<file path="src/rtl/step_nco.sv">
module step_nco #(
  parameter int W = 16
) (
  input  logic         clk,
  input  logic         rst,
  input  logic         en,
  input  logic         sq_mode,
  input  logic [W-1:0] step_inc,
  output logic         step_pulse,
  output logic         phase_sq,
  output logic         motor_out
);
  localparam int TOP = W - 1;

  logic [W-1:0] phase;
  logic         top_q;

  always_ff @(posedge clk) begin
    if (rst) begin
      phase <= '0;
      top_q <= 1'b0;
    end else begin
      top_q <= phase[TOP];
      if (en) phase <= phase + step_inc;
    end
  end

  assign phase_sq   = phase[TOP];
  assign step_pulse = top_q & ~phase[TOP];
  assign motor_out  = sq_mode ? phase_sq : step_pulse;
endmodule

</file>
<file path="config.mk">
export PLATFORM = sky130hd
export DESIGN_NAME = step_nco
export DESIGN_NICKNAME = d
export VERILOG_FILES = /design/src/rtl/step_nco.sv
export SDC_FILE = /design/constraint.sdc
export NUM_CORES = 1
export LEC_CHECK = 0
export BUFFER_PORTS_ARGS = -buffer_cell sky130_fd_sc_hd__buf_2
export CORE_ASPECT_RATIO = 1.1
export CORE_MARGIN = 1
export CORE_UTILIZATION = 55
export CTS_CLUSTER_DIAMETER = 60
export DETAILED_ROUTE_END_ITERATION = 16
export PLACE_DENSITY = 0.79
export SKIP_LAST_GASP = 1
export SYNTH_ARGS = -nofsm -noshare
export SYNTH_HDL_FRONTEND = slang
export SYNTH_SLANG_ARGS = --single-unit
</file>
<file path="constraint.sdc">
create_clock -name clk -period 5.8 [get_ports clk]
set_input_delay 1.16 -clock clk [delete_from_list [all_inputs] [get_ports clk]]
set_output_delay 1.16 -clock clk [all_outputs]
set_load 0.02 [all_outputs]
</file>
==> impl_metrics.csv <==
group,metric,value,unit
routing,drc,0,
setup_path,critical_path_peak_fanout,4,
finish,finalNetCount,222,
global_route,grt_overflow,0,
setup_path,timing.critical_path.slowest_stage_cell,"fa_1",
floorplan,core.rowCount,18,
floorplan,fp.coreArea,2275,um^2
timing,final_worst_path_period_share,0.5399,
synth,ys.flop_type,"dfxtp_1",
synth,post_synth_main_area_contributors,"dfxtp_1 25%, ha_1 14%, nor2_1 4.2%, o21ai_0 4.1%, mux2i_1 3.7%",
global_route,grt_first_pass_wirelength,4836,um
finish,final_common_cell,"buf_2",
setup_path,critical_path.startpoint_type,"primary input",
synth,synth_seq_cells,17,
setup_path,cp_slowest_stage_delay,430,ps
flow_run,drv_cap,0,
global_route,grt_start_max_net_pins,17,
synth,yosysWarnings,0,
routing,total_via_count_after_detailed_routing,1272,
synth,synth_nets,198,
timing,timing.final.setup_violations,0,
timing,rsz0062_at_grt,"false",
synth,synth_largest_type_area_fraction,0.2540,
routing,routed_via_density,5.916,
setup_path,sequence_of_cells_on_the_critical_path,"buf_2, ha_1, fa_1, a211oi_1, o21bai_2, a21oi_2, o31a_1, mux2_1, a31o_1",
floorplan,floorplan.die.height,53.77,um
timing,final_hold_viol_count,0,
routing,post_drt_wl_per_cell,13.20,um
clock_network,clock_sinks,17,
synth,synth_adder_area_share,0.1550,
synth,avgSynthCellArea,8.272,um^2
synth,synth_cell_type_count,43,
synth,muxShareOfSynthArea,0.06256,
routing,initialDrtViolationCount,25,
synth,synth_compound_gate_area_share,0.2316,
floorplan,start_util,0.5891,
finish,n_antenna_cell,0,
floorplan,die_area,2638,um^2
clock_network,clk_root_buffer_cell,"clkbuf_4",
outcome,run_status,"finished, final reports clean",
timing,max_slew_headroom,0.7525,
worst_hold_path,min_path_type,"register to register",
synth,post_synth_inst_count,162,
floorplan,die_w,49.07,um
placement,hpwlAfterDp,2237,um
synth,synthSimpleGateAreaFrac,0.2250,
clock_network,post-cts-setup-buffer-count,0,
clock_network,htree_num_levels,1,
timing,maximum_operating_frequency,319.4,MHz
placement,input_output_buffers,22,
routing,finalWirelength,2837,um
finish,areaGrowthSynthToFinish,12.04,%
clock_network,clock_latency,290,ps
synth,synth-edff-count,0,
setup_path,timing.critical_path.required,6000,ps
finish,post_route_cells_drive_above_1_share,0.1784,
synth,synthXorXnorAreaFrac,0.04575,
setup_path,worst-endpoint-arrival,3330,ps
clock_network,cts_tree,"yes",
routing,drt_first_pass_iters,4,
finish,layout.filler_cells,211,
clock_network,tritoncts.num_buffers,3,
global_route,grt_usage,0.2394,
placement,total_placed_cells_including_tap_cells,211,
timing,finalSetupTns,0,ps
finish,top_library_cells_by_usage_in_the_layout_fill_and_taps_aside,"22 x buf_2, 17 x dfxtp_1, 15 x nor2_1, 15 x ha_1, 11 x o21ai_0",
synth,netlist_area,1340,um^2
synth,synth_top_family_by_area,"compound AO/OA/AOI/OAI gates",
synth,post-synth-top-area-cell,"dfxtp_1",
pwr,power.static_leakage,0.6953,nW
clock_network,holdBufCountCts,0,
clock_network,clock_tree_buf_depth,2,
timing,fin_crit,3131,ps
routing,route.antenna.remaining_nets,0,
timing,tightestPinTransition,370.8,ps
global_route,first_global_vias,1166,
pwr,peakVddDrop,0.2263,mV
clock_network,path_clk_slew,100,ps
timing,finalMaxSlewViolations,0,
finish,finalNonFillerCells,215,
setup_path,regToRegSetupSlack,3320,ps
floorplan,floorplan.io_pins,23,
synth,synth_async_reset_ratio,0,
setup_path,worst_setup_path_end_kind,"register",
global_route,number_of_antenna_violations_at_the_first_check_in_global_routing,0,
setup_path,crit_type,"primary input to register",
timing,worst_clock_skew,2.278,ps
placement,place.gp.congestion,0.9256,
pwr,power_per_cell_area,263.5,nW/um^2
clock_network,ctsResizeCount,0,
synth,synth.yosys.seq_area_share,0.2540,
-- routing by layer --
layer / up-vias / wire length (um) / share of wire / track usage
met3: 4 / 120 / 0.042 / 0.04237
met4: 0 / 27 / 0.0095 / 0.06863
li1: 651 / - / - / -
met1: 578 / 1265 / 0.45 / 0.2889
met2: 39 / 1423 / 0.50 / 0.4384
met5: - / 0 / 0 / 0
-- state kept, by name (all words and copies together), names as in the netlist --
register	flops
top_q	1
phase	16
-- Yosys cell counts (4+ instances only) --
| master | n |
|---|---|
| a21oi_1 | 9 |
| and3_1 | 5 |
| dfxtp_1 | 17 |
| ha_1 | 15 |
| inv_1 | 6 |
| mux2i_1 | 5 |
| nand2_1 | 10 |
| nand3_1 | 7 |
| nor2_1 | 15 |
| nor2b_1 | 4 |
| nor3_1 | 10 |
| o21ai_0 | 11 |
| xnor2_1 | 4 |
-- metrics by stage --
step           setup WS, ps  utilization  instance area (um^2)  total power [W]  hold WS (ps)
5_1_grt                2515       0.6601                  1501        0.0004289         521.4
4_1_cts                2665       0.6601                  1501        0.0003954         486.2
2_1_floorplan          2612            -                  1340        0.0002905         429.1
3_5_place_dp           2371       0.6485                  1475        0.0003315         463.9
3_3_place_gp           2420       0.6485                  1475        0.0003251         439.5
6_report               2669       0.6601                  1501        0.0003956         478.6
-- area by class of cell --
type / instances / area, um^2 / area share
Multi-Input combinational cell: 136 / 964.7 / 0.6425
Sequential cell: 17 / 340.3 / 0.2267
Timing Repair Buffer: 22 / 110.1 / 0.07333
Clock buffer: 4 / 26.28 / 0.01750
Inverter: 6 / 22.52 / 0.01500
Tap cell: 30 / 37.54 / 0.02500
-- report_power, final --
part	internal (W)	leakage (nW)	switching (W)
Combinational	0.0000820	0.540	0.000101
Sequential	0.000136	0.140	0.0000112
Clock	0.0000268	0.0150	0.0000386
-- kinds of logic after synthesis --
kind of cell    count (synthesis)
compound gates                 46
xor+xnor                        7
fa+ha+maj                      16
buf+inv                         9
flops                          17
mux                             8
simple gates                   59
-- worst max-delay path, delay by kind of cell --
family,cells,cell delay (ps)
buffers and inverters,1,100
adder cells (fa/ha/maj),2,640
multiplexers,1,330
AO/OA/AOI/OAI,5,1110
-- path summary, 6_finish.rpt --
path | startpoint | to | depth (start not counted)
hold / removal | phase[9] | phase[9] | 2
setup / recovery | step_inc[0] | phase[10] | 9
hold reg to reg | phase[9] | phase[9] | 2
setup reg to reg | phase[0] | phase[10] | 8
Note: power is estimated with default switching activity, not from simulation.
